**src/rtl/bitstr_pkg.sv**
```systemverilog
package bitstr_pkg;

    typedef enum logic [2:0] {
        OP_COPY = 3'd0,
        OP_OR   = 3'd1,
        OP_AND  = 3'd2,
        OP_XOR  = 3'd3,
        OP_ORN  = 3'd4,
        OP_ANDN = 3'd5,
        OP_XORN = 3'd6,
        OP_INV  = 3'd7
    } bs_op_e;

    typedef enum logic [2:0] {
        S_IDLE,
        S_SRC_REQ,
        S_SRC_WAIT,
        S_DST_REQ,
        S_DST_WAIT,
        S_STEP,
        S_WB,
        S_FIN
    } bs_state_e;

endpackage

```
**src/rtl/bitstr_combine.sv**
```systemverilog
module bitstr_combine
    import bitstr_pkg::*;
(
    input  bs_op_e op,
    input  logic   s_bit,
    input  logic   d_bit,
    output logic   r_bit
);
    always_comb begin
        unique case (op)
            OP_COPY: r_bit = s_bit;
            OP_OR:   r_bit = s_bit | d_bit;
            OP_AND:  r_bit = s_bit & d_bit;
            OP_XOR:  r_bit = s_bit ^ d_bit;
            OP_ORN:  r_bit = ~s_bit | d_bit;
            OP_ANDN: r_bit = ~s_bit & d_bit;
            OP_XORN: r_bit = ~s_bit ^ d_bit;
            OP_INV:  r_bit = ~s_bit;
            default: r_bit = s_bit;
        endcase
    end
endmodule

```
**src/rtl/bitstr_cursor.sv**
```systemverilog
module bitstr_cursor #(
    parameter int ADDR_W = 32,
    parameter int OFF_W  = 5,
    parameter int STEP   = 4
) (
    input  logic              clk,
    input  logic              rst_n,
    input  logic              load,
    input  logic [OFF_W-1:0]  off_in,
    input  logic [ADDR_W-1:0] addr_in,
    input  logic              adv,
    output logic [OFF_W-1:0]  off,
    output logic [ADDR_W-1:0] addr,
    output logic              at_last
);
    localparam int ALIGN_W = $clog2(STEP);

    logic unused_low;
    assign unused_low = ^addr_in[ALIGN_W-1:0];
    assign at_last    = &off;

    always_ff @(posedge clk or negedge rst_n) begin
        if (!rst_n) begin
            off  <= '0;
            addr <= '0;
        end else if (load) begin
            off  <= off_in;
            addr <= {addr_in[ADDR_W-1:ALIGN_W], {ALIGN_W{1'b0}}};
        end else if (adv) begin
            off <= off + 1'b1;
            if (at_last) addr <= addr + ADDR_W'(STEP);
        end
    end
endmodule

```
**src/rtl/bitstr_engine.sv**
```systemverilog
module bitstr_engine
    import bitstr_pkg::*;
#(
    parameter int WORD_W = 32,
    parameter int ADDR_W = 32,
    parameter int LEN_W  = 32,
    localparam int OFF_W = $clog2(WORD_W),
    localparam int BYTES = WORD_W / 8
) (
    input  logic              clk,
    input  logic              rst_n,
    input  logic              start,
    input  logic [2:0]        op,
    input  logic [WORD_W-1:0] dst_off_i,
    input  logic [WORD_W-1:0] src_off_i,
    input  logic [LEN_W-1:0]  len_i,
    input  logic [ADDR_W-1:0] dst_addr_i,
    input  logic [ADDR_W-1:0] src_addr_i,
    output logic              busy,
    output logic              done,
    output logic [OFF_W-1:0]  dst_off_o,
    output logic [OFF_W-1:0]  src_off_o,
    output logic [LEN_W-1:0]  len_o,
    output logic [ADDR_W-1:0] dst_addr_o,
    output logic [ADDR_W-1:0] src_addr_o,
    output logic              mem_req,
    output logic              mem_we,
    output logic [ADDR_W-1:0] mem_addr,
    output logic [WORD_W-1:0] mem_wdata,
    input  logic              mem_ready,
    input  logic              mem_rvalid,
    input  logic [WORD_W-1:0] mem_rdata
);
    bs_state_e         state, state_nx;
    bs_op_e            op_q;
    logic [LEN_W-1:0]  rem;
    logic [WORD_W-1:0] sbuf, dbuf;
    logic [ADDR_W-1:0] wb_addr;
    logic              need_src, need_dst;
    logic              accept, stepping, last_bit;
    logic              s_last, d_last, r_bit;
    logic [OFF_W-1:0]  s_off, d_off;
    logic [ADDR_W-1:0] s_addr, d_addr;
    logic              unused_hi;

    assign unused_hi = ^{dst_off_i[WORD_W-1:OFF_W], src_off_i[WORD_W-1:OFF_W]};
    assign accept    = start && (state == S_IDLE);
    assign stepping  = (state == S_STEP);
    assign last_bit  = (rem == LEN_W'(1));

    bitstr_cursor #(.ADDR_W(ADDR_W), .OFF_W(OFF_W), .STEP(BYTES)) u_src_cur (
        .clk(clk), .rst_n(rst_n), .load(accept),
        .off_in(src_off_i[OFF_W-1:0]), .addr_in(src_addr_i),
        .adv(stepping), .off(s_off), .addr(s_addr), .at_last(s_last)
    );

    bitstr_cursor #(.ADDR_W(ADDR_W), .OFF_W(OFF_W), .STEP(BYTES)) u_dst_cur (
        .clk(clk), .rst_n(rst_n), .load(accept),
        .off_in(dst_off_i[OFF_W-1:0]), .addr_in(dst_addr_i),
        .adv(stepping), .off(d_off), .addr(d_addr), .at_last(d_last)
    );

    bitstr_combine u_comb (
        .op(op_q), .s_bit(sbuf[s_off]), .d_bit(dbuf[d_off]), .r_bit(r_bit)
    );

    // next-state selection
    always_comb begin
        state_nx = state;
        unique case (state)
            S_IDLE:     if (start) state_nx = (len_i == '0) ? S_FIN : S_SRC_REQ;
            S_SRC_REQ:  if (mem_ready) state_nx = S_SRC_WAIT;
            S_SRC_WAIT: if (mem_rvalid) state_nx = need_dst ? S_DST_REQ : S_STEP;
            S_DST_REQ:  if (mem_ready) state_nx = S_DST_WAIT;
            S_DST_WAIT: if (mem_rvalid) state_nx = S_STEP;
            S_STEP: begin
                if (last_bit || d_last) state_nx = S_WB;
                else if (s_last)        state_nx = S_SRC_REQ;
            end
            S_WB: begin
                if (mem_ready) begin
                    if (rem == '0)    state_nx = S_FIN;
                    else if (need_src) state_nx = S_SRC_REQ;
                    else if (need_dst) state_nx = S_DST_REQ;
                    else               state_nx = S_STEP;
                end
            end
            S_FIN:   state_nx = S_IDLE;
            default: state_nx = S_IDLE;
        endcase
    end

    // state register
    always_ff @(posedge clk or negedge rst_n) begin
        if (!rst_n) state <= S_IDLE;
        else        state <= state_nx;
    end

    // datapath registers
    always_ff @(posedge clk or negedge rst_n) begin
        if (!rst_n) begin
            op_q     <= OP_COPY;
            rem      <= '0;
            sbuf     <= '0;
            dbuf     <= '0;
            wb_addr  <= '0;
            need_src <= 1'b0;
            need_dst <= 1'b0;
        end else begin
            if (accept) begin
                op_q     <= bs_op_e'(op);
                rem      <= len_i;
                need_src <= 1'b1;
                need_dst <= 1'b1;
            end
            if (state == S_SRC_WAIT && mem_rvalid) begin
                sbuf     <= mem_rdata;
                need_src <= 1'b0;
            end
            if (state == S_DST_WAIT && mem_rvalid) begin
                dbuf     <= mem_rdata;
                need_dst <= 1'b0;
            end
            if (stepping) begin
                dbuf[d_off] <= r_bit;
                rem         <= rem - 1'b1;
                wb_addr     <= d_addr;
                if (s_last) need_src <= 1'b1;
                if (d_last) need_dst <= 1'b1;
            end
        end
    end

    // outputs
    always_comb begin
        busy      = (state != S_IDLE);
        done      = (state == S_FIN);
        mem_req   = 1'b0;
        mem_we    = 1'b0;
        mem_addr  = '0;
        mem_wdata = '0;
        unique case (state)
            S_SRC_REQ: begin
                mem_req  = 1'b1;
                mem_addr = s_addr;
            end
            S_DST_REQ: begin
                mem_req  = 1'b1;
                mem_addr = d_addr;
            end
            S_WB: begin
                mem_req   = 1'b1;
                mem_we    = 1'b1;
                mem_addr  = wb_addr;
                mem_wdata = dbuf;
            end
            default: ;
        endcase
    end

    assign dst_off_o  = d_off;
    assign src_off_o  = s_off;
    assign dst_addr_o = d_addr;
    assign src_addr_o = s_addr;
    assign len_o      = rem;
endmodule

```
**config.mk**
```make
export PLATFORM = sky130hd
export DESIGN_NAME = bitstr_engine
export DESIGN_NICKNAME = d
export VERILOG_FILES = /design/src/rtl/bitstr_pkg.sv /design/src/rtl/bitstr_combine.sv /design/src/rtl/bitstr_cursor.sv /design/src/rtl/bitstr_engine.sv
export SDC_FILE = /design/constraint.sdc
export NUM_CORES = 1
export LEC_CHECK = 0
export BUFFER_PORTS_ARGS = -buffer_cell sky130_fd_sc_hd__buf_2
export CAP_MARGIN = 20
export CORE_AREA = 2 2 193 214
export CTS_CLUSTER_DIAMETER = 100
export DETAILED_ROUTE_END_ITERATION = 8
export DIE_AREA = 0 0 195 216
export PLACE_DENSITY = 0.49
export RECOVER_POWER = 100
export SYNTH_ARGS = -nofsm -noshare
export SYNTH_HDL_FRONTEND = slang
export SYNTH_SLANG_ARGS = --single-unit
```
**constraint.sdc**
```tcl
create_clock -name clk -period 7.3 [get_ports clk]
set_input_delay 0.73 -clock clk [delete_from_list [all_inputs] [get_ports clk]]
set_output_delay 0.73 -clock clk [all_outputs]
set_load 0.01 [all_outputs]
```
==> results.txt, run 1 <==
* Status: complete, but fails checks
* Failing checks: max-capacitance violations, max-slew violations
- Sequential cell area in the final layout: around 5000 um^2
- After Yosys synthesis, and, or, nand and nor cells account for roughly 22% of the synthesized area.
- Area of the mapped netlist: roughly 12000 um^2
* Critical Path Slowest Stage Cell: sky130_fd_sc_hd__clkbuf_1
- Width of the die: between 150 and 200 um
* Deepest clock path buffer count: 3
- # setup viols final: 0
* Max-cap viol count: 9
- STA classifies the critical path endpoint as a register.
- Initial detailed-routing violation count: 724
- In the routed layout, each cell is associated on average with a via count of approximately 5.3.
- For this run, design rule violations remaining after detail routing come to 0.
* Top cell type's share of synthesized area: 43.24%
- For the pin with the worst max-slew slack, the measured transition is 3637 ps.
- IR Drop Worst-Case VDD: ~0.26 mV
- The first detailed-routing pass took 5 iterations.
- For this design the static power due to leakage is between 5 and 6 nW.
- Unrepaired setup endpoints after global routing: false
- Most used cells in the layout excluding fill and tap cells: sky130_fd_sc_hd__nand2_1, sky130_fd_sc_hd__dfrtp_1, sky130_fd_sc_hd__clkbuf_1
- Post-CTS Setup Inserts: 0
* Final wirelength: 44.67 mm
- Clock tree synthesis selected as its root buffer the cell sky130_fd_sc_hd__clkbuf_16.
- Adding up every negative setup slack in the final design gives 0 ps.
- The most used flip-flop cell after synthesis is sky130_fd_sc_hd__dfrtp_1.
- On the final layout, the worst clock skew is ~9.2 ps.
- Buffers added on ports: 309
- Of all flip-flops after synthesis, the portion carrying an async set or reset was 100.0%.
- The count of endpoints failing hold in the final timing report came to 0.
- Buffers inserted to repair hold after CTS numbered 0.
* CTS H-tree depth: 1
- CTS tree: built
- Part of the Yosys area used for sequential elements: ~43%
* Post-Synth XOR/XNOR Area: 3.338%
- Across all layers, the routed design uses around 11000 vias.
- GP Congestion: around 0.84
- Summing the areas of all compound-gate instances in the mapped netlist gives between 10 and 15% of the synthesized area.
* Area delta synth->final: 22.46%
- CP startpoint: state[2]
* Detail-routed net length per standard cell: 21.24 um
- Delay of the slowest critical-path stage: between 1500 and 2000 ps
* Crit path to: u_src_cur.addr[11]
- Antenna violations before repair: 6
- The final critical path takes up between 70% and 80% of the cycle.
- Post-detailed-route count of antenna-violating nets: 0
* Worst-Skew Late Latency: around 540 ps
- Clock Sink Count: 204
- The first global-routing pass estimated just under 70 mm of wire.
* Height of the die: approximately 220 um
- Of all nets on the critical path, the largest fanout is 44.
* Pin count of the biggest net entering global routing: 74
- Global routing finished with a remaining overflow of 0.
- For the worst flop-to-flop path, the logic depth is 7.
- The number of global-route vias before repair is 10910.
- CP top delay family: simple AND/OR/NAND/NOR gates
* Dominant cell type by area after synthesis: sky130_fd_sc_hd__dfrtp_1
- Worst Path Required: around 7600 ps
- STA puts the critical path data arrival time at 5580 ps.
* Combinational family with the most area after synthesis: simple AND/OR/NAND/NOR gates
- After legalization and detailed placement, the total HPWL measured roughly 32 mm.
* Clock-pin slew reported for the worst setup and hold paths after clock tree synthesis: 60 ps
- CP Cell Sequence: and3b_1 > clkbuf_1 > nand2_1 > nor3_1 > nand3_1 > xor2_1 > o21ai_0
- In this run, synthesis produced a sequential element count of roughly 200.
- The critical path is of the reg -> reg type.
- In this run the core area contains 77 standard-cell rows.
- The worst register-to-register path ends at u_src_cur.addr[11].
- Share of cells above drive strength 1: 17.58%
* Post_cts resized: 0
- Startpoint types: register
* Number of buffers created by CTS: 26
* Worst hold-check path type: in -> reg
- Global-route usage over all layers: about a fifth
* Synth Area in Adders: about 1.3%
- Instance count of the mapped netlist: between 1000 and 1500
- Area taken by multi-input logic gates: around 6200 um^2
* Main area contributors after synthesis: sky130_fd_sc_hd__dfrtp_1, sky130_fd_sc_hd__nand2_1, sky130_fd_sc_hd__o21ai_0, sky130_fd_sc_hd__mux2_2, sky130_fd_sc_hd__nor2_1
* Count of distinct cell types in the synthesized netlist: about 70
- Timing would allow up to 189.5 MHz.
- In this run the standard cell core region covers roughly 40000 um^2.
- Die area: about 42000 um^2
* Number of fill cells: ~4200
- The number of max-slew violations in the final report is ~470.
* PD cells: between 400 and 500 nW/um^2
- Nets: approximately 1800
- Starting utilization of the core area: 29.60%
- Multiplexer cells account for 11.13% of the synthesized area.
- Cell count along the critical path: 7
- Reg-to-reg critical path startpoint: state[2]
- Subtracting the final worst setup slack from the clock period gives between 5000 and 6000 ps.
- Commonest non-fill, non-tap cell in the layout: sky130_fd_sc_hd__nand2_1
- Worst slack on hold paths: roughly 390 ps
* Total number of yosys warnings: 0
* Boundary Pins: around 370
* Post-synth EDFFs: 0
* Normalized max-slew margin: -142.5%
- R2r setup slk: 2020 ps
- Critical path buffers and inverters: 1
* Avg Inst Size Synth: between 9 and 10 um^2
[kinds of logic (layout without fill, tap and decap cells)]
group                    after synthesis  count (layout)
AO/OA/AOI/OAI                        272             272
XOR/XNOR                              45              45
adder cells (fa/ha/maj)               12              12
buffers and inverters                110             393
flip-flops                           204             204
multiplexers                         100             100
other                                  1               9
AND/OR/NAND/NOR                      555             555
[registers in the layout, indices dropped and copies added (netlist names)]
| name | count |
|---|---|
| u_dst_cur.addr | 30 |
| dbuf | 32 |
| op_q | 3 |
| u_src_cur.addr | 30 |
| sbuf | 32 |
| u_dst_cur.off | 5 |
| need_dst | 1 |
| need_src | 1 |
| len_o | 32 |
| u_src_cur.off | 5 |
| state | 3 |
| wb_addr | 30 |
[cells in the mapped netlist (8+ instances only)]
cell                       count
sky130_fd_sc_hd__nand2_1     241
sky130_fd_sc_hd__dfrtp_1     204
sky130_fd_sc_hd__nor2_1      106
sky130_fd_sc_hd__o21ai_0     103
sky130_fd_sc_hd__clkbuf_1     64
sky130_fd_sc_hd__and3_1       46
sky130_fd_sc_hd__mux2_2       41
sky130_fd_sc_hd__mux2i_1      39
sky130_fd_sc_hd__a21oi_1      38
sky130_fd_sc_hd__a22oi_1      34
sky130_fd_sc_hd__nand3_1      29
sky130_fd_sc_hd__a211oi_1     25
sky130_fd_sc_hd__xor2_1       24
sky130_fd_sc_hd__nor3_1       21
sky130_fd_sc_hd__xnor2_1      21
sky130_fd_sc_hd__inv_1        20
sky130_fd_sc_hd__nand4_1      20
sky130_fd_sc_hd__nor2b_1      18
sky130_fd_sc_hd__nor4_1       17
sky130_fd_sc_hd__o22ai_1      14
sky130_fd_sc_hd__ha_1         12
sky130_fd_sc_hd__mux2i_4      11
sky130_fd_sc_hd__a311oi_1     10
sky130_fd_sc_hd__buf_2         9
sky130_fd_sc_hd__or3_1         9
sky130_fd_sc_hd__and2_1        8
[how the worst min path moves through the flow]
| stage | start | end | slack (ps) | cells after the start |
|---|---|---|---|---|
| after floorplan | rst_n | dbuf[0] | 430 | 0 |
| after global placement | wb_addr[6] | wb_addr[6] | 460 | 2 |
| after detailed placement | wb_addr[6] | wb_addr[6] | 460 | 2 |
| after CTS | rst_n | u_src_cur.addr[28] | 130 | 1 |
| after global routing | dst_addr_i[7] | u_dst_cur.addr[7] | 370 | 3 |
| final | dst_addr_i[7] | u_dst_cur.addr[7] | 390 | 3 |
[stage by stage]
step	util, %	setup WS [ps]	cells	instance area, um^2	power [mW]
6_report	36.25	2024	2103	14460	6.743
5_1_grt	36.24	1511	2102	14460	7.233
4_1_cts	36.90	3214	2100	14720	6.908
3_5_place_dp	34.52	3264	2052	13770	5.464
3_3_place_gp	34.52	3275	2052	13770	5.411
2_1_floorplan	-	4600	1304	11830	4.237
[worst register-to-register path, cell delays in order (launching register included)]
cell and delay [ps]:
sky130_fd_sc_hd__dfrtp_1 790, sky130_fd_sc_hd__and3b_1 950, sky130_fd_sc_hd__clkbuf_1 1600, sky130_fd_sc_hd__nand2_1 720
sky130_fd_sc_hd__nor3_1 600, sky130_fd_sc_hd__nand3_1 160, sky130_fd_sc_hd__xor2_1 140, sky130_fd_sc_hd__o21ai_0 90
[cell type report]
type / count / share of cell area, %
well taps: 513 / 4.440
diodes: 3 / 0.05193
clock buffers: 38 / 5.651
repair buffers: 325 / 9.909
flip-flops and latches: 204 / 35.31
clock inverters: 10 / 0.9174
multi-input cells: 990 / 43.20
inverters: 20 / 0.5193
[report_power, final]
group | switching [mW] | internal, mW
Clock | 0.538 | 0.878
Sequential | 0.753 | 1.68
Combinational | 1.77 | 1.13
[routing by layer]
layer / share of wire [%] / routed length (um) / GRT usage [%]
met1: 44 / 19710 / 28.06
met2: 47 / 20850 / 33.80
met3: 7.0 / 3147 / 3.860
met4: 2.0 / 915 / 5.420
met5: 0.12 / 52 / 0
Note: power is estimated with default switching activity, not from simulation.
==> run 2, diff against run 1 <==
--- a/config.mk
+++ b/config.mk
@@ -11,7 +11,7 @@
 export CTS_CLUSTER_DIAMETER = 100
 export DETAILED_ROUTE_END_ITERATION = 8
 export DIE_AREA = 0 0 195 216
-export PLACE_DENSITY = 0.49
+export PLACE_DENSITY = 0.51
 export RECOVER_POWER = 100
 export SYNTH_ARGS = -nofsm -noshare
 export SYNTH_HDL_FRONTEND = slang
==> constraint.sdc (replaced) <==
create_clock -name clk -period 4.5 [get_ports clk]
set_input_delay 0.45 -clock clk [delete_from_list [all_inputs] [get_ports clk]]
set_output_delay 0.45 -clock clk [all_outputs]
set_load 0.01 [all_outputs]
==> results.txt, run 2 (synthesis gave the netlist of run 1 again) <==
- Entering global routing, the biggest net connects 132 pins.
- Worst-Skew Late Latency: roughly 540 ps
- The floorplan step defined a die boundary enclosing around 42000 um^2.
- Clock-pin slew was measured on the worst setup and hold paths at approximately 60 ps.
- Hold path cells: 3
- Type of element capturing the critical path: register
* Worst hold-check path type: in -> reg
- Total global routing overflow: 0
- Data on the critical path is required at its endpoint by about 5000 ps.
- Summed over all cells, the static leakage comes to about 6.0 nW.
* Most common cell type on the critical path: sky130_fd_sc_hd__ha_1
- TritonRoute pass-1 iters: 5
- In the global route stage, overall resource usage came out at 20.43%.
- In this run the tightest slew margin relative to its limit is -30.32%.
- By startpoint and endpoint, the worst setup path is classified as reg -> reg.
* Non-filler cells in the finished layout: around 2100
* Deepest clock path buffer count: 3
- On the final layout, the worst hold slack is 100.6 ps.
- DRC Markers: 0
* Endpoint of the most critical register-to-register path: u_src_cur.addr[26]
- Area delta synth->final: 22.47%
* Clock Sink Count: ~200
- Leaving out fill and tap cells, the most frequent cell in the layout is sky130_fd_sc_hd__nand2_1.
- Across the run, the number of max-cap violations was 5.
* Launch instance of the worst min-delay path: dst_addr_i[16]
* Initial detailed-routing violation count: between 700 and 800
* First-pass GRT wire length: 67.21 mm
- Status: complete, but fails checks
- After floorplanning, the core was divided into 77 placement rows.
- Most used cells in the layout excluding fill and tap cells: sky130_fd_sc_hd__nand2_1, sky130_fd_sc_hd__dfrtp_1, sky130_fd_sc_hd__clkbuf_1
- Critical Path Slowest Stage Cell: sky130_fd_sc_hd__dfrtp_1
- Dividing total power by cell area gives a power density of 754.0 nW/um^2.
- For this block, the via count after detailed routing is around 11000.
- The worst register-to-register path has a setup slack of between 500 and 600 ps.
- The die is between 200 and 250 um tall.
- GP Congestion: approximately 0.89
* Clk Tree Root Cell: sky130_fd_sc_hd__clkbuf_16
- During placement, the flow inserted port buffers numbering approximately 310.
- The path with the worst hold slack has its endpoint at u_dst_cur.addr[16].
- The number of global-route vias before repair was between 10000 and 15000.
- At the pin with the least slew margin, the transition time is between 1500 and 2000 ps.
* Final wirelength: 43.71 mm
- Final clock skew: 11.80 ps
* Share of cells above drive strength 1: ~18%
- Once the floorplan was initialized, standard cells occupied 29.60% of the core.
- Width of the die: around 200 um
- STA puts the critical path data arrival time at 4260 ps.
- CTS H-tree depth: 1
* Startpoint types: register
- Detailed placement finished with a half-perimeter wire length of approximately 31 mm.
- In the final timing run, aggregate negative setup slack is 0 ps.
- Once placement completed, the tool counted placed cells totaling roughly 2000.
- Counting the buffers created by CTS gives 26.
- Final worst-path cycle share: between 80% and 90%
- Antenna violations before repair: 7
* Via count normalized by instance count: between 5 and 6
- The count of endpoints failing hold in the final timing report is 0.
- For the finished layout, the period the worst path requires is between 3000 and 4000 ps.
- During I/O placement, the number of pins put on the boundary was between 300 and 400.
- In the final routed layout, each cell accounts on average for about 21 um.
- Timing would allow up to about 260 MHz.
* Logic depth of the worst register-to-register path: 11
- Number of fill cells: 4245
- Setup repair after global routing left no endpoint under its margin.
* Maximum fanout along the worst path: 12
* # setup viols final: 0
- Post-detailed-route count of antenna-violating nets: 0
- Delay of the slowest critical-path stage: around 800 ps
* Reg-to-reg critical path startpoint: u_src_cur.off[1]
- Failing checks: max-capacitance violations, max-slew violations
- Cells fill between 30% and 40% of the core in the end.
* IR Drop Worst-Case VDD: about 0.37 mV
- CP Cell Sequence: ha_1 > and3_1 > ha_1 > and4b_1 > clkbuf_1 > nand2_1 > or3_1 > or4_4 > nor2_1 > xnor2_1 > a21oi_1
- CTS tree: built
- In the final design database the tool counted 1786 nets.
* Core area: ~40000 um^2
- The number of gates resized after CTS was 0.
- The number of max-slew violations in the final report came to roughly 320.
run 2: changes by cell type in the layout (fill, tap and decap cells not counted), moves of 2 or more:
cell / previous run / this run
sky130_fd_sc_hd__buf_2: 144 / 146
sky130_fd_sc_hd__buf_4: 8 / 6
sky130_fd_sc_hd__clkbuf_2: 2 / 7
sky130_fd_sc_hd__clkbuf_4: 0 / 2
sky130_fd_sc_hd__clkbuf_8: 10 / 4
sky130_fd_sc_hd__clkinv_2: 4 / 8
sky130_fd_sc_hd__clkinvlp_4: 3 / 0
sky130_fd_sc_hd__diode_2: 3 / 1
run 2: layer usage:
layer	routed length [um]	GRT usage (%)
met1	19080	27.43
met2	20600	33.67
met3	2778	3.579
met4	1166	6.031
met5	80	0
run 2: worst max path at each step:
stage                     startpoint            endpoint  slack (ps)  depth (start not counted)
floorplan           u_dst_cur.off[1]  u_dst_cur.addr[31]        1800                         10
global placement    u_dst_cur.off[1]  u_dst_cur.addr[31]        1010                         10
detailed placement  u_dst_cur.off[1]  u_dst_cur.addr[31]         920                         10
CTS                         state[0]        mem_addr[24]         780                          5
global route        u_src_cur.off[1]  u_src_cur.addr[26]         320                         11
finish              u_src_cur.off[1]  u_src_cur.addr[26]         590                         11
run 2: through the flow:
step,total power [mW],setup WS (ps),area [um^2]
6_report,10.90,593.5,14460
3_5_place_dp,8.922,916.8,13840
2_1_floorplan,6.873,1800,11830
5_1_grt,11.70,320.5,14460
3_3_place_gp,8.821,1007,13840
4_1_cts,11.15,776.4,14730
run 2: critical path: cells and delay by family, from the launching register on:
kind	cells	cell delay, ps
simple gates	6	1730
flops	1	800
fa+ha+maj	2	510
buf+inv	1	460
xor+xnor	1	130
compound gates	1	80
run 2: final cells by class:
cell class | instances | area [um^2] | area share [%]
flip-flops and latches | 204 | 5105 | 35.31
multi-input cells | 990 | 6254 | 43.25
clock inverters | 11 | 130.1 | 0.9000
inverters | 20 | 75.07 | 0.5192
diodes | 1 | 2.502 | 0.01731
clock buffers | 36 | 749.5 | 5.183
repair buffers | 332 | 1501 | 10.38
well taps | 513 | 641.9 | 4.439
run 2: repair_timing:
item	4_1_cts	5_1_grt
setup buffers	0	0
setup endpoints to repair	0	0
endpoints found under the hold margin	70	0
hold buffers	1	0
run 2: where the power goes:
| part | internal, mW | total, mW | switching (mW) |
|---|---|---|---|
| clock network | 1.33 | 2.19 | 0.858 |
| registers | 2.72 | 3.88 | 1.16 |
| logic | 1.89 | 4.84 | 2.95 |
| total | 5.94 | 10.9 | 4.96 |
==> run 3, diff against run 2 <==
--- a/config.mk
+++ b/config.mk
@@ -5,13 +5,14 @@
 export SDC_FILE = /design/constraint.sdc
 export NUM_CORES = 1
 export LEC_CHECK = 0
+export ABC_AREA = 1
 export BUFFER_PORTS_ARGS = -buffer_cell sky130_fd_sc_hd__buf_2
 export CAP_MARGIN = 20
-export CORE_AREA = 2 2 193 214
+export CORE_AREA = 2 2 161 179
 export CTS_CLUSTER_DIAMETER = 100
 export DETAILED_ROUTE_END_ITERATION = 8
-export DIE_AREA = 0 0 195 216
-export PLACE_DENSITY = 0.51
+export DIE_AREA = 0 0 163 181
+export PLACE_DENSITY = 0.75
 export RECOVER_POWER = 100
 export SYNTH_ARGS = -nofsm -noshare
 export SYNTH_HDL_FRONTEND = slang
==> results.txt, run 3 <==
- In this run the most critical hold path is launched from op[0].
- Summing over every cut layer, the via total after detailed routing is 14210.
* CP startpoint: u_dst_cur.off[0]
- Once detail routing completed, the nets flagged for antenna violations numbered 0.
- Deepest clock path buffer count: 3
- Area of the mapped netlist: between 10000 and 15000 um^2
- A synthesized cell averages approximately 7.0 um^2.
* Crit path to: u_dst_cur.addr[28]
- Unrepaired setup endpoints after global routing: false
- Counting every sink on the clock net gives a little over 200.
* Post-CTS Setup Inserts: 0
- Dividing the detail-routed wire length by the instance count gives roughly 18 um.
* Total Negative Setup Slacks: 0 ps
* Maximum fanout along the worst path: 30
* Ys flop type: sky130_fd_sc_hd__dfrtp_1
* Failing checks: max-capacitance violations, max-slew violations
- Pins over their slew limit: between 200 and 250
- TritonCTS built the clock tree.
- Across the run, the number of max-cap violations was 4.
* Total number of yosys warnings: 0
- Worst endpoint data arrival time: ~4200 ps
* IR Drop Worst-Case VDD: about 0.38 mV
- The first detailed-routing pass took 6 iterations.
- Total chip power: between 10 and 15 mW
- Of all cell types, the one taking the most synthesized area is sky130_fd_sc_hd__dfrtp_1.
* Pin count of the biggest net entering global routing: roughly 110
* Height of the die: approximately 180 um
- Clock tree synthesis selected as its root buffer the cell sky130_fd_sc_hd__clkbuf_16.
* Register bit total from synthesis: between 200 and 250
- The library cell used most frequently in the layout, excluding fill and tap cells, is sky130_fd_sc_hd__nand2_1.
- The worst register-to-register path has a setup slack of 780 ps.
- Of all flip-flops after synthesis, the portion carrying an async set or reset was 100.0%.
* Boundary Pins: 374
* Core area: around 28000 um^2
* Post-synth EDFFs: 0
* Count of distinct cell types in the synthesized netlist: between 40 and 50
* Global-route usage over all layers: 30.91%
* Starting utilization of the core area: roughly 47%
- The startpoint identified for the worst register-to-register timing path is u_dst_cur.off[0].
- The tightest min-delay check is of the in -> reg type.
- DRC Markers: 0
* Area of all placed cells without fillers: 15330 um^2
* Final worst slack: approximately 780 ps
* Startpoint types: register
- Between clock sinks in the finished design, the worst skew comes to between 20 and 25 ps.
- Top cell type's share of synthesized area: between 30% and 40%
- For the finished layout, the period the worst path requires is around 3700 ps.
* Setup Slack @ Placement: 1289 ps
- Total global routing overflow: 0
- CTS built an H-tree with a depth of 1.
- Clock-pin slew reported for the worst setup and hold paths after clock tree synthesis: approximately 60 ps
* Antenna violations before repair: 4
- Hold Fails Final Rpt: 0
* Die area: a little under 30000 um^2
- Headroom to the max-slew limit came out at -94.44%.
- Row generation in the floorplan step produced 64 rows.
* Number of global-route vias before repair: ~13000
- First-pass GRT wire length: between 70 and 80 mm
- Measured along the x axis, the die boundary spans between 150 and 200 um.
- Final wirelength: roughly 47 mm
* Instance count of the mapped netlist: 1878
* Nets: between 2000 and 2500
* Most used cells in the layout excluding fill and tap cells: sky130_fd_sc_hd__nand2_1, sky130_fd_sc_hd__inv_1, sky130_fd_sc_hd__nor2_1
* Worst Path Required: ~5000 ps
- Dominant cell by count in the synthesized netlist: sky130_fd_sc_hd__nand2_1
- Port buffering added about 300 buffers.
- Detailed placement HPWL: 33.89 mm
- The post-route netlist has a little over a tenth of its cells at a drive strength greater than 1.
- Clock latency on the worst-skew pair, taken at its later pin, is between 500 and 600 ps.
- For this run, the register share of the synthesized area comes to approximately two fifths.
- Number of buffers created by CTS: 25
- Achievable clock frequency: between 200 and 300 MHz
- Post_cts resized: 0
- Number of hold buffers added after CTS: 0
* Static leakage: around 7.2 nW
- GP Congestion: 0.9775
- Area delta synth->final: 16.94%
* Tightest Pin Transition: 2917 ps
- Total placed instance area: 14800 um^2
- Status: complete, but fails checks
- Endpoint of the most critical register-to-register path: u_dst_cur.addr[28]
- Initial detailed-routing violation count: 1437
* Logic depth of the worst register-to-register path: 11
- Main area contributors after synthesis: sky130_fd_sc_hd__dfrtp_1, sky130_fd_sc_hd__nand2_1, sky130_fd_sc_hd__inv_1, sky130_fd_sc_hd__nor2_1, sky130_fd_sc_hd__o21ai_0
- # setup viols final: 0
- Type of element capturing the critical path: register
* Crit Path Category: reg -> reg
- The commonest cells after synthesis are sky130_fd_sc_hd__nand2_1, sky130_fd_sc_hd__inv_1, sky130_fd_sc_hd__nor2_1, sky130_fd_sc_hd__dfrtp_1, sky130_fd_sc_hd__o21ai_0.
* PD cells: about 720 nW/um^2
* Via count normalized by instance count: between 5 and 6
* Final worst-path cycle share: 82.74%
## run 3: worst min path at each step
| stage | to | cells after the start |
|---|---|---|
| finish | op_q[0] | 3 |
| global route | op_q[0] | 3 |
| CTS | wb_addr[7] | 1 |
| detailed placement | sbuf[10] | 2 |
| global placement | wb_addr[22] | 2 |
| floorplan | dbuf[0] | 0 |
## run 3: cell families (layout without fill, tap and decap cells)
family	Yosys count	in the layout	share of synthesized area [%]
XOR/XNOR	37	37	2.471
AND/OR/NAND/NOR	920	920	29.17
AO/OA/AOI/OAI	358	358	17.26
buffers and inverters	346	626	10.99
other	1	8	0.02860
adder cells (fa/ha/maj)	12	12	1.145
flip-flops	204	204	38.93
## run 3: critical path, stage by stage (launching register included)
cell	delay (ps)
sky130_fd_sc_hd__dfrtp_1	840
sky130_fd_sc_hd__ha_1	300
sky130_fd_sc_hd__inv_1	60
sky130_fd_sc_hd__nor3_1	190
sky130_fd_sc_hd__ha_1	200
sky130_fd_sc_hd__inv_1	80
sky130_fd_sc_hd__nor2_1	460
sky130_fd_sc_hd__inv_2	110
sky130_fd_sc_hd__nand2_1	690
sky130_fd_sc_hd__clkbuf_1	400
sky130_fd_sc_hd__o21ai_0	160
sky130_fd_sc_hd__o22ai_1	150
## run 3: layout make-up
class                   count  area (um^2)
diodes                      2        5.005
clock buffers              36        726.9
clock inverters             9        122.6
fillers                  2853        12290
inverters                 256        965.9
multi-input cells        1333         6505
flip-flops and latches    204         5105
well taps                 363        454.2
repair buffers            325         1449
## run 3: report_power, final
part	internal, mW	leakage (nW)	switching (mW)
clock	1.29	0.419	0.833
sequential	2.69	2.53	1.03
combinational	1.65	4.26	3.59
total	5.63	7.21	5.45
## run 3: layer usage
| layer | vias up | global-route usage (%) | share of wire (%) | wire (um) |
|---|---|---|---|---|
| li1 | 6654 | - | - | - |
| met5 | - | 0 | 0.056 | 26 |
| met1 | 6650 | 39.68 | 39 | 18080 |
| met3 | 138 | 5.601 | 9.6 | 4472 |
| met4 | 4 | 14.94 | 5.0 | 2321 |
| met2 | 765 | 50.29 | 47 | 21850 |
## run 3: metrics by stage
step	utilization [%]	hold WS, ps	instances
after floorplan	-	154.4	1883
final	55.50	125.0	2528
after global routing	55.48	128.1	2526
after global placement	53.56	458.0	2480
after detailed placement	53.56	472.5	2480
after CTS	56.63	103.3	2525
